`config.mk`:
```
export PLATFORM = sky130hd
export DESIGN_NAME = blk_xfer_seq
export DESIGN_NICKNAME = d
export VERILOG_FILES = /design/src/rtl/bxs_pkg.sv /design/src/rtl/bxs_popcount.sv /design/src/rtl/bxs_low_pick.sv /design/src/rtl/bxs_addr_calc.sv /design/src/rtl/blk_xfer_seq.sv
export SDC_FILE = /design/constraint.sdc
export NUM_CORES = 1
export LEC_CHECK = 0
export ABC_CLOCK_PERIOD_IN_PS = 3800
export BUFFER_PORTS_ARGS = -buffer_cell sky130_fd_sc_hd__buf_4
export CAP_MARGIN = 25
export CELL_PAD_IN_SITES_DETAIL_PLACEMENT = 0
export CELL_PAD_IN_SITES_GLOBAL_PLACEMENT = 1
export CORE_MARGIN = 1.5
export CORE_UTILIZATION = 38
export DETAILED_ROUTE_END_ITERATION = 7
export PLACE_DENSITY = 0.85
export SLEW_MARGIN = 30
export SYNTH_ARGS = -nofsm -noshare
export SYNTH_HDL_FRONTEND = slang
export SYNTH_HIERARCHICAL = 1
export SYNTH_SLANG_ARGS = --single-unit
```
`constraint.sdc`:
```
create_clock -name clk -period 3.8 [get_ports clk]
set_clock_uncertainty 0.1 [all_clocks]
set_input_delay 0.57 -clock clk [delete_from_list [all_inputs] [get_ports clk]]
set_output_delay 0.57 -clock clk [all_outputs]
set_load 0.05 [all_outputs]
```
`src/rtl/bxs_pkg.sv`:
```
`timescale 1ns/1ps
package bxs_pkg;
    typedef enum logic [1:0] {
        AM_INC_AFTER  = 2'd0,
        AM_INC_BEFORE = 2'd1,
        AM_DEC_AFTER  = 2'd2,
        AM_DEC_BEFORE = 2'd3
    } addr_mode_e;

    typedef enum logic [1:0] {
        ST_IDLE = 2'd0,
        ST_XFER = 2'd1,
        ST_FIN  = 2'd2
    } seq_state_e;
endpackage

```
`src/rtl/bxs_popcount.sv`:
```
`timescale 1ns/1ps
module bxs_popcount #(
    parameter int N  = 16,
    parameter int CW = $clog2(N + 1)
) (
    input  logic [N-1:0]  vec,
    output logic [CW-1:0] cnt
);
    always_comb begin
        cnt = '0;
        for (int i = 0; i < N; i++) begin
            cnt = cnt + CW'(vec[i]);
        end
    end
endmodule

```
`src/rtl/bxs_low_pick.sv`:
```
`timescale 1ns/1ps
module bxs_low_pick #(
    parameter int N  = 16,
    parameter int IW = $clog2(N)
) (
    input  logic [N-1:0]  vec,
    output logic [IW-1:0] idx,
    output logic [N-1:0]  onehot,
    output logic          last
);
    logic [IW-1:0] term [N];

    assign onehot = vec & (~vec + N'(1));
    assign last   = ((vec & ~onehot) == '0);

    for (genvar g = 0; g < N; g++) begin : g_term
        assign term[g] = onehot[g] ? IW'(g) : '0;
    end

    always_comb begin
        idx = '0;
        for (int i = 0; i < N; i++) begin
            idx = idx | term[i];
        end
    end
endmodule

```
`src/rtl/bxs_addr_calc.sv`:
```
`timescale 1ns/1ps
module bxs_addr_calc
    import bxs_pkg::*;
#(
    parameter int AW         = 32,
    parameter int CW         = 5,
    parameter int WORD_BYTES = 4
) (
    input  logic [AW-1:0] base,
    input  addr_mode_e    mode,
    input  logic [CW-1:0] cnt,
    output logic [AW-1:0] first_addr,
    output logic [AW-1:0] new_base
);
    localparam int          BSH  = $clog2(WORD_BYTES);
    localparam logic [AW-1:0] STEP = AW'(WORD_BYTES);

    logic [AW-1:0] span;
    assign span = AW'(cnt) << BSH;

    always_comb begin
        unique case (mode)
            AM_INC_AFTER: begin
                first_addr = base;
                new_base   = base + span;
            end
            AM_INC_BEFORE: begin
                first_addr = base + STEP;
                new_base   = base + span;
            end
            AM_DEC_AFTER: begin
                first_addr = base - span + STEP;
                new_base   = base - span;
            end
            AM_DEC_BEFORE: begin
                first_addr = base - span;
                new_base   = base - span;
            end
            default: begin
                first_addr = base;
                new_base   = base;
            end
        endcase
    end
endmodule

```
`src/rtl/blk_xfer_seq.sv`:
```
`timescale 1ns/1ps
module blk_xfer_seq
    import bxs_pkg::*;
#(
    parameter int NREG       = 16,
    parameter int AW         = 32,
    parameter int DW         = 32,
    parameter int WORD_BYTES = 4
) (
    input  logic                    clk,
    input  logic                    rst_n,
    input  logic                    start,
    input  logic [NREG-1:0]         reg_list,
    input  logic [AW-1:0]           base_addr,
    input  logic [1:0]              addr_mode,
    input  logic                    is_load,
    input  logic                    wb_en,
    input  logic                    psr_restore,
    input  logic [DW-1:0]           rf_rdata,
    input  logic [DW-1:0]           mem_rdata,
    output logic                    busy,
    output logic                    acc_valid,
    output logic                    acc_write,
    output logic [$clog2(NREG)-1:0] acc_idx,
    output logic [AW-1:0]           acc_addr,
    output logic [DW-1:0]           acc_wdata,
    output logic                    acc_user_bank,
    output logic                    rf_we,
    output logic [DW-1:0]           rf_wdata,
    output logic                    done,
    output logic                    wb_we,
    output logic [AW-1:0]           wb_val,
    output logic                    pc_load,
    output logic [DW-1:0]           pc_value,
    output logic                    status_restore
);
    localparam int            IW     = $clog2(NREG);
    localparam int            CW     = $clog2(NREG + 1);
    localparam int            PC_IDX = NREG - 1;
    localparam logic [AW-1:0] STEP   = AW'(WORD_BYTES);

    seq_state_e    state_q, state_d;
    logic [NREG-1:0] mask_q;
    logic [AW-1:0]   addr_q;
    logic [AW-1:0]   wbval_q;
    logic [DW-1:0]   pcval_q;
    logic            load_q, wb_q, srs_q, pc_in_q;

    logic [CW-1:0]   set_cnt;
    logic [AW-1:0]   first_addr, new_base;
    logic [IW-1:0]   cur_idx;
    logic [NREG-1:0] cur_onehot;
    logic            cur_last;
    logic            launch;

    bxs_popcount #(.N(NREG), .CW(CW)) u_cnt (
        .vec (reg_list),
        .cnt (set_cnt)
    );

    bxs_addr_calc #(.AW(AW), .CW(CW), .WORD_BYTES(WORD_BYTES)) u_addr (
        .base       (base_addr),
        .mode       (addr_mode_e'(addr_mode)),
        .cnt        (set_cnt),
        .first_addr (first_addr),
        .new_base   (new_base)
    );

    bxs_low_pick #(.N(NREG), .IW(IW)) u_pick (
        .vec    (mask_q),
        .idx    (cur_idx),
        .onehot (cur_onehot),
        .last   (cur_last)
    );

    assign launch = (state_q == ST_IDLE) && start;

    // next-state logic
    always_comb begin
        state_d = state_q;
        unique case (state_q)
            ST_IDLE: if (start) state_d = (|reg_list) ? ST_XFER : ST_FIN;
            ST_XFER: if (cur_last) state_d = ST_FIN;
            ST_FIN:  state_d = ST_IDLE;
            default: state_d = ST_IDLE;
        endcase
    end

    // state register
    always_ff @(posedge clk or negedge rst_n) begin
        if (!rst_n) state_q <= ST_IDLE;
        else        state_q <= state_d;
    end

    // transfer context
    always_ff @(posedge clk or negedge rst_n) begin
        if (!rst_n) begin
            mask_q  <= '0;
            addr_q  <= '0;
            wbval_q <= '0;
            pcval_q <= '0;
            load_q  <= 1'b0;
            wb_q    <= 1'b0;
            srs_q   <= 1'b0;
            pc_in_q <= 1'b0;
        end else if (launch) begin
            mask_q  <= reg_list;
            addr_q  <= first_addr;
            wbval_q <= new_base;
            pcval_q <= '0;
            load_q  <= is_load;
            wb_q    <= wb_en;
            srs_q   <= psr_restore;
            pc_in_q <= reg_list[PC_IDX];
        end else if (state_q == ST_XFER) begin
            mask_q <= mask_q & ~cur_onehot;
            addr_q <= addr_q + STEP;
            if (load_q && (cur_idx == IW'(PC_IDX))) begin
                pcval_q <= mem_rdata;
            end
        end
    end

    // outputs
    always_comb begin
        busy           = (state_q != ST_IDLE);
        acc_valid      = (state_q == ST_XFER);
        acc_write      = acc_valid && !load_q;
        acc_idx        = acc_valid ? cur_idx : '0;
        acc_addr       = acc_valid ? addr_q : '0;
        acc_wdata      = acc_write ? rf_rdata : '0;
        acc_user_bank  = acc_valid && srs_q && !(load_q && pc_in_q);
        rf_we          = acc_valid && load_q;
        rf_wdata       = rf_we ? mem_rdata : '0;
        done           = (state_q == ST_FIN);
        wb_we          = done && wb_q;
        wb_val         = wbval_q;
        pc_load        = done && load_q && pc_in_q;
        pc_value       = pcval_q;
        status_restore = pc_load && srs_q;
    end
endmodule

```
* After elaboration in Yosys (flattened, before gate mapping) *
Index checks and enable logic that the tools add are counted.

operators by class
  add/sub/neg operators = 21
  bitwise gates (word level) = 18
  divide/modulo/power cells = 0
  mux-type cells = 32
  $lt $le $gt $ge = 0
  shift operators = 0
  $mul = 0
  reductions and logical operators = 24
  equality and inequality tests = 8

operators by type and width
  operator               count
  $mux 32                8
  $pmux 32 s4            1
  $add 32x3->32 const B  3
  $add 5x1->5            14
  $pmux 32 s2            1
  $or 4x4->4             14
  $mux 4                 9
  $add 32x7->32          1
  $and 16x16->16         2
  $mux 16                2
  $not 16->16            2
  $sub 32x7->32          1
  $add 16x1->16 const B  1
  $logic_not 16->1       1
  $reduce_or 16->1       1
  $mux 3                 4
  $logic_and 1x1->1      11
  $mux 2                 5
  $eq 2x2->1 const B     3
  $reduce_bool 2->1      3
  $eq 2x1->1 const B     2
  $eq 4x4->1 const B     1
  $logic_not 2->1        2
  $pmux 2 s2             1
  other kinds (7)        10

word-level totals
  memories kept = 0
  bits in latches = 0
  flip-flop bits (word level) = 118
  RAM bits = 0
  logic and storage cells = 112
  memory bits (read-only) = 0

* Longest topological paths before layout *
Gate-level depths: netlist of run 1.

  depth after elaboration = 23
  mapped depth = 25
  gate-level depth less buffers = 23

* Hierarchy *
The synthesis of run 1 kept the hierarchy.

by module, submodules not included
  module         cells an instance  seq. area each (sq um)  area each (sq um)  instances
  blk_xfer_seq   691                2952.8                  5898.2             1
  bxs_addr_calc  583                0.0                     3584.7             1
  bxs_low_pick   69                 0.0                     425.4              1
  bxs_popcount   43                 0.0                     389.1              1

* Worst setup path after synthesis of run 1 *
Ideal clock, no wire load.

  path kind = input-to-reg
  start = input reg_list[7]
  end = register addr_q[27]
  path buffers = 2
  cell stages on the path = 21
  setup slack = -3405 ps
  data arrival time = 6982 ps
  setup time = 124 ps
  path through = fa_1 -> inv_1 -> fa_1 -> fa_1 -> fa_1 -> fa_1 -> fa_1 -> xnor2_1 -> inv_1 -> ha_1 -> buf_2 -> nor2b_1 -> o221a_1 -> buf_4 -> or3_1 -> a222oi_1 -> nand4_1 -> o41a_1 -> a2111oi_0 -> nor3_1 -> a211o_1

on the way
  word-level cells in the longest chain between the ends = 13

RTL lines
  what                        line                                      text
  start: declaration          blk_xfer_seq.sv:13                        input logic [NREG-1:0] reg_list,
  $add 5x1->5 * (9 in a row)  bxs_popcount.sv:12                        cnt = cnt + CW'(vec[i]);
  net set_cnt[2]              blk_xfer_seq.sv:49                        logic [CW-1:0] set_cnt;
  $sub 32x7->32 *             bxs_addr_calc.sv:32, bxs_addr_calc.sv:36
  $add 32x3->32               bxs_addr_calc.sv:32                       first_addr = base - span + STEP;
  $pmux 32 s4 *               bxs_addr_calc.sv:22                       unique case (mode)
  net first_addr[27]          blk_xfer_seq.sv:50                        logic [AW-1:0] first_addr, new_base;
  $mux 32 *                   blk_xfer_seq.sv:106                       end else if (launch) begin
  end signal: assignment      blk_xfer_seq.sv:108                       addr_q <= first_addr;
  end signal: assignment      blk_xfer_seq.sv:117                       addr_q <= addr_q + STEP;
  end: declaration            blk_xfer_seq.sv:44                        logic [AW-1:0] addr_q;

The timed path passes the listed nets; every way through them passes the cells marked *.
A chain may end at the register's enable or synchronous reset.

* Worst setup path in the final report of run 1 *
  start = input reg_list[7]
  end = register addr_q[28]

Same word-level chain as after synthesis.

==> flow_summary.json, run 1 <==
{
  "status": "finished, violations left",
  "violations": "setup timing",
  "path_clk_slew_ns": 0.07,
  "tightest_slew_ns": 0.8329,
  "synth_edf_count": 0,
  "powerDensity_mw_per_mm2": 851.9,
  "layout_setup_ws_ns": -2.787,
  "synth.area.top_cells": "dfrtp_1, nand2_1, and2_1",
  "fin_hold_ws_ns": 0.05578,
  "crit_required_ns": 4.01,
  "synthFlopType": "dfrtp_1",
  "holdCritPathClass": "input pin to async pin",
  "finalCritPeriodShare_pct": 173.3,
  "critical_path.max_fanout": 5,
  "synthArstFlopShare_pct": 100.0,
  "period_minus_slack_ns": 6.587,
  "antenna_found_initial": 0,
  "grt-ovfl-total": 0,
  "setup_viol": 59,
  "tritoncts": "built",
  "end_kind": "flop",
  "antenna_left": 0,
  "synth_seq_area_share_pct": 28.68,
  "first_global_vias": 11771,
  "syn_area_per_cell_sq_um": 7.430,
  "place_hpwl_um": 30370,
  "synth_warnings": 6,
  "cts_buffers": 17,
  "drt-total-wl_um": 42330,
  "cts_sinks": 118,
  "timing.rr.end": "pc_value[15]$_DFFE_PN0P_",
  "maxCapViolCount": 0,
  "worstSetupStartpointType": "input pin",
  "yosys.area.top_type": "dfrtp_1",
  "die_h_um": 167.6,
  "critPathArrivalTime_ns": 6.80,
  "gp_congestion": 0.9771,
  "clock_latency_ns": 0.42,
  "die_area_sq_mm": 0.02809,
  "yosysMostFrequentCell": "nand2_1",
  "core_area_sq_mm": 0.02680,
  "rsz0062_at_grt": "true",
  "dr.pass1.iters": 5,
  "drive_above_1_share_pct": 42.38,
  "final_hold_viol_count": 0,
  "syn-cell-area_sq_mm": 0.01030,
  "slew_headroom_pct": 43.96,
  "n_fill_cell": 2346,
  "worst-r2r-cell-count": 9,
  "yosys-top-cells-count": "nand2_1, dfrtp_1, clkbuf_1",
  "clk_path_buf_depth": 2,
  "dr_total_vias": 12440,
  "grt_use_total_pct": 28.48,
  "cts-htree-levels": 4,
  "start_util_pct": 38.42,
  "ys_seq_elements": 118,
  "syn2layout_area_growth_pct": 62.16,
  "synth_top_area_share_pct": 28.68,
  "finalPower_mw": 14.23,
  "dr.first_iter.drc_count": 1025,
  "fmax_mhz": 151.8,
  "io_buffers": 292,
  "antenna_cells": 0,
  "ir_drop_v": 0.0008217,
  "leakage_nw": 7.729,
  "drt-vias-per-instance": 5.642,
  "drv_slew": 0,
  "wl_per_cell_um": 19.20,
  "rows": 60,
  "synth_cells": 1386,
  "grt_pass1_wl_um": 63720,
  "die_w_um": 167.6,
  "path_class": "input pin to flop",
  "postCtsHoldBufs": 0,
  "rrSetupSlack_ns": 0.62,
  "nNetsFinal": 2003,
  "synth_nets": 1538,
  "io_pins": 293,
  "root_buffer": "clkbuf_16",
  "multi_input_area_sq_mm": 0.008075,
  "r2r_start": "mask_q[1]$_DFFE_PN0P_",
  "regArea_sq_mm": 0.002953,
  "ys_types": 86,
  "grt_start_max_net_pins": 79,
  "drcViolationCount": 0
}
## area by class of cell
type	count	share of cell area, %
clock inverter	15	1.131
sequential	118	17.68
tap	341	2.555
inverter	57	1.326
multi-input combinational	1113	48.36
timing repair buffer	544	26.40
clock buffer	17	2.548
## cell families (layout without fill, tap and decap cells)
| family | after synthesis | count (layout) | synth area share (%) |
|---|---|---|---|
| xor+xnor | 74 | 74 | 6.294 |
| buf+inv | 155 | 633 | 5.978 |
| mux | 27 | 27 | 2.673 |
| simple gates | 711 | 711 | 34.42 |
| compound gates | 268 | 268 | 17.10 |
| fa+ha+maj | 33 | 33 | 4.860 |
| flops | 118 | 118 | 28.68 |
## where the power goes
| group | internal, mW | switching (mW) | total [mW] |
|---|---|---|---|
| registers | 1.74 | 0.500 | 2.24 |
| logic | 3.99 | 6.24 | 10.2 |
| clock network | 1.05 | 0.704 | 1.75 |
| total | 6.78 | 7.45 | 14.2 |
## cell usage in the layout, fill, tap and decap left out, types with 17 or more instances in the layout
| cell type | instances |
|---|---|
| nand3_1 | 31 |
| a21oi_1 | 48 |
| nand4_1 | 28 |
| o21ai_0 | 47 |
| clkbuf_16 | 17 |
| xnor2_1 | 36 |
| xor2_1 | 22 |
| nor2_1 | 60 |
| and2_1 | 72 |
| dfrtp_1 | 118 |
| buf_4 | 473 |
| nor4_1 | 26 |
| nor3_1 | 27 |
| nand2_1 | 276 |
| buf_6 | 61 |
| mux2i_1 | 22 |
| inv_1 | 45 |
| and3_1 | 47 |
## metal layers
metal	vias to the layer above	GRT usage (%)	wire, um
met1	5985	38.49	17930
met2	510	46.20	20180
met5	-	0	0
met4	0	10.89	1546
li1	5841	-	-
met3	104	3.853	2669
## stage by stage
stage | cells | setup TNS [ns] | utilization (%) | cell area (sq um) | worst slack [ns]
after floorplan | 1386 | -114.47 | - | 10550 | -3.130
after global placement | 2116 | -140.33 | 53.22 | 14260 | -3.260
after detailed placement | 2116 | -144.38 | 53.22 | 14260 | -3.358
after CTS | 2171 | -114.28 | 58.58 | 15700 | -2.808
after global routing | 2205 | -123.05 | 62.31 | 16700 | -3.049
final | 2205 | -111.10 | 62.31 | 16700 | -2.787
## worst max path at each step
stage,cells after the start,end,start,slack [ns]
CTS,22,addr_q[27]$_DFFE_PN0P_,reg_list[7],-2.81
finish,24,addr_q[28]$_DFFE_PN0P_,reg_list[7],-2.79
detailed placement,25,addr_q[29]$_DFFE_PN0P_,reg_list[7],-3.36
global placement,24,addr_q[25]$_DFFE_PN0P_,reg_list[7],-3.26
global route,24,addr_q[13]$_DFFE_PN0P_,reg_list[7],-3.05
floorplan,21,addr_q[27]$_DFFE_PN0P_,reg_list[7],-3.13
## worst max-delay path, cell delays in order
cell and delay, ns:
buf_8 0.10, fa_1 0.54, inv_2 0.04, fa_1 0.46, fa_1 0.51, fa_1 0.43
fa_2 0.38, fa_2 0.38, nor2b_1 0.12, o21a_1 0.17, inv_2 0.06, ha_4 0.24
o211a_1 0.14, a21boi_4 0.15, or4_4 0.50, a222oi_1 0.36, buf_4 0.21, buf_4 0.13
nand4_4 0.09, or4_4 0.59, o31a_1 0.27, o31ai_2 0.17, nand2_1 0.07, o311ai_1 0.10
## sequential cells by signal, summed over array words and instances, names as in the netlist
signal,flops
pc_in_q,1
load_q,1
mask_q,16
state_q,2
wb_val,32
srs_q,1
addr_q,32
wb_q,1
pc_value,32
## repair_timing
item,in CTS,in global routing
endpoints found under the setup margin,59,60
setup buffers,26,45
pin swaps,88,95
endpoints found under the hold margin,0,0
gates resized for setup,157,148
Note: power is estimated with default switching activity, not from simulation.
==> inputs of run 2 (changes only) <==
--- a/config.mk
+++ b/config.mk
@@ -5,13 +5,14 @@
 export SDC_FILE = /design/constraint.sdc
 export NUM_CORES = 1
 export LEC_CHECK = 0
+export ABC_AREA = 1
 export ABC_CLOCK_PERIOD_IN_PS = 3800
 export BUFFER_PORTS_ARGS = -buffer_cell sky130_fd_sc_hd__buf_4
 export CAP_MARGIN = 25
 export CELL_PAD_IN_SITES_DETAIL_PLACEMENT = 0
 export CELL_PAD_IN_SITES_GLOBAL_PLACEMENT = 1
 export CORE_MARGIN = 1.5
-export CORE_UTILIZATION = 38
+export CORE_UTILIZATION = 37
 export DETAILED_ROUTE_END_ITERATION = 7
 export PLACE_DENSITY = 0.85
 export SLEW_MARGIN = 30
==> flow_summary.json, run 2 <==
{
  "status": "finished, violations left",
  "violations": "setup timing",
  "rrSetupSlack_ns": 1.30,
  "synth_warnings": 6,
  "finalCritPeriodShare_pct": 156.4,
  "yosys-top-cells-count": "nand2_1, nor2_1, inv_1",
  "tightest_slew_ns": 0.8656,
  "path_clk_slew_ns": 0.06,
  "dr.first_iter.drc_count": 1060,
  "dr.pass1.iters": 5,
  "critical_path.max_fanout": 5,
  "critPathArrivalTime_ns": 6.14,
  "fin_hold_ws_ns": 0.08674,
  "cp_top_family": "adder cells",
  "place_hpwl_um": 37420,
  "wl_per_cell_um": 17.35,
  "drive_above_1_share_pct": 35.18,
  "placed_cell_area_sq_mm": 0.01552,
  "powerDensity_mw_per_mm2": 739.6,
  "synth_mux_area_share_pct": 0.08392,
  "synth_top_area_share_pct": 24.76,
  "grt_use_total_pct": 29.24,
  "rsz0062_at_grt": "true",
  "synth_seq_area_share_pct": 24.76,
  "maxCapViolCount": 0,
  "synthSimpleGateAreaFrac_pct": 47.07,
  "layout_setup_ws_ns": -2.141,
  "rows": 65,
  "drv_slew": 0,
  "drcViolationCount": 0,
  "synth_compound_area_share_pct": 9.493,
  "n_fill_cell": 3172,
  "syn_area_per_cell_sq_um": 5.997,
  "fin_area_sq_mm": 0.01745,
  "core_area_sq_mm": 0.03164,
  "io_buffers": 292,
  "worst-r2r-cell-count": 13,
  "synth_nets": 2141,
  "ys_seq_elements": 118,
  "holdCritPathClass": "input pin to async pin",
  "syn2layout_area_growth_pct": 46.28,
  "cts_sinks": 118,
  "syn-cell-area_sq_mm": 0.01193,
  "final_core_util_pct": 55.15,
  "io_pins": 293,
  "leakage_nw": 9.035,
  "drt-vias-per-instance": 5.132,
  "die_h_um": 182.5,
  "cts_buffers": 17,
  "nNetsFinal": 2579,
  "ir_drop_v": 0.0004390,
  "crit_buf_inv": 5,
  "tritoncts": "built",
  "grt_start_max_net_pins": 95,
  "synthFlopType": "dfrtp_1",
  "tns_ns": -106.15,
  "worstSetupStartpointType": "input pin",
  "drt-total-wl_um": 49310,
  "final_hold_viol_count": 0,
  "path_class": "input pin to flop",
  "r2r_start": "mask_q[0]$_DFFE_PN0P_",
  "synth.area.top_cells": "dfrtp_1, nand2_1, nor2_1",
  "synth_top_family_by_area": "simple AND/OR/NAND/NOR gates",
  "cts-htree-levels": 4,
  "antenna_left": 0,
  "clock_latency_ns": 0.43,
  "yosys.area_share.adder_pct": 4.112,
  "yosysMostFrequentCell": "nand2_1",
  "yosys.area.top_type": "dfrtp_1",
  "synth_cells": 1989,
  "cp_common_cell": "fa_1",
  "dr_total_vias": 14586,
  "grt-ovfl-total": 0,
  "slew_headroom_pct": 42.23,
  "final_cell_mix": "nand2_1, buf_4, nor2_1",
  "crit_required_ns": 4.00,
  "first_global_vias": 14142,
  "end_kind": "flop",
  "clk_path_buf_depth": 2,
  "ys_types": 54,
  "slowest_delay_ns": 0.55,
  "start_util_pct": 37.70,
  "timing.rr.end": "pc_value[25]$_DFFE_PN0P_",
  "synthArstFlopShare_pct": 100.0,
  "die_area_sq_mm": 0.03332,
  "final_common_cell": "nand2_1",
  "synth_edf_count": 0,
  "period_minus_slack_ns": 5.941,
  "die_w_um": 182.5,
  "gp_congestion": 1.001,
  "synth_xor_area_share_pct": 1.248,
  "root_buffer": "clkbuf_16",
  "fmax_mhz": 168.3,
  "cp_slowest_cell": "fa_1",
  "antenna_found_initial": 1,
  "grt_pass1_wl_um": 76350,
  "setup_viol": 59
}
run 2: cell types whose count changed in the layout (fill, tap and decap cells not counted), sizes merged, moves of 23 or more:
cell	previous run	this run
and2	76	7
and3	50	0
buf	544	504
inv	64	292
nand2	292	633
nand3	41	194
nor2	77	356
nor3	40	17
nor4	42	4
o21ai	70	103
xnor2	48	1
run 2: worst max-delay path by stage:
stage	end	slack (ns)	startpoint	depth (start not counted)
after floorplan	addr_q[30]$_DFFE_PN0P_	-2.17	reg_list[7]	27
after global placement	addr_q[31]$_DFFE_PN0P_	-2.81	reg_list[7]	32
after detailed placement	addr_q[27]$_DFFE_PN0P_	-2.90	reg_list[7]	31
after CTS	addr_q[30]$_DFFE_PN0P_	-2.13	reg_list[11]	28
after global routing	addr_q[29]$_DFFE_PN0P_	-2.34	reg_list[11]	31
final	addr_q[30]$_DFFE_PN0P_	-2.14	reg_list[11]	28
run 2: cells by family (layout without fill, tap and decap cells):
group           after synthesis  in the layout
compound gates              199            199
xor+xnor                     17             17
buf+inv                     374            824
simple gates               1248           1248
other cells                   0              1
flops                       118            118
fa+ha+maj                    32             32
mux                           1              1
run 2: per-stage QoR:
| step | instances | setup WS [ns] | total power, mW |
|---|---|---|---|
| 2_1_floorplan | 1989 | -2.170 | 7.458 |
| 3_3_place_gp | 2767 | -2.809 | 10.10 |
| 3_5_place_dp | 2767 | -2.895 | 10.21 |
| 4_1_cts | 2831 | -2.128 | 12.62 |
| 5_1_grt | 2842 | -2.337 | 13.67 |
| 6_report | 2842 | -2.141 | 12.91 |
run 2: layout make-up:
type / count / area (sq um) / area share, %
Antenna cell: 1 / 2.502 / 0.01434
Inverter: 289 / 1100 / 6.303
Timing Repair Buffer: 504 / 3909 / 22.40
Clock inverter: 14 / 102.6 / 0.5880
Clock buffer: 17 / 425.4 / 2.438
Sequential cell: 118 / 2953 / 16.92
Multi-Input combinational cell: 1497 / 8453 / 48.45
Tap cell: 402 / 503.0 / 2.883
run 2: worst register-to-register path, delay by kind of cell (launching register included):
| family | cells | cell delay, ns |
|---|---|---|
| AO/OA/AOI/OAI | 1 | 0.06 |
| flip-flops | 1 | 0.47 |
| buffers and inverters | 1 | 0.23 |
| AND/OR/NAND/NOR | 11 | 1.49 |
run 2: power by group:
| part | internal (mW) | switching [mW] | leakage [nW] |
|---|---|---|---|
| combinational | 3.18 | 6.08 | 7.29 |
| clock | 0.832 | 0.674 | 0.252 |
| sequential | 1.72 | 0.419 | 1.50 |
| total | 5.73 | 7.18 | 9.04 |
run 2: metal layers:
| metal | GRT usage (%) | up-vias | part of all wire (%) |
|---|---|---|---|
| met1 | 37.61 | 6843 | 43 |
| met2 | 50.05 | 546 | 48 |
| met4 | 10.91 | 0 | 3.3 |
| li1 | - | 7114 | - |
| met3 | 3.632 | 83 | 5.8 |
| met5 | 0 | - | 0 |
run 2: timing repair:
action	CTS	global route
hold buffers	0	0
pin swaps	102	68
buffers inserted	36	22
setup endpoints to repair	59	60
endpoints found under the hold margin	0	0
gates resized for setup	175	124
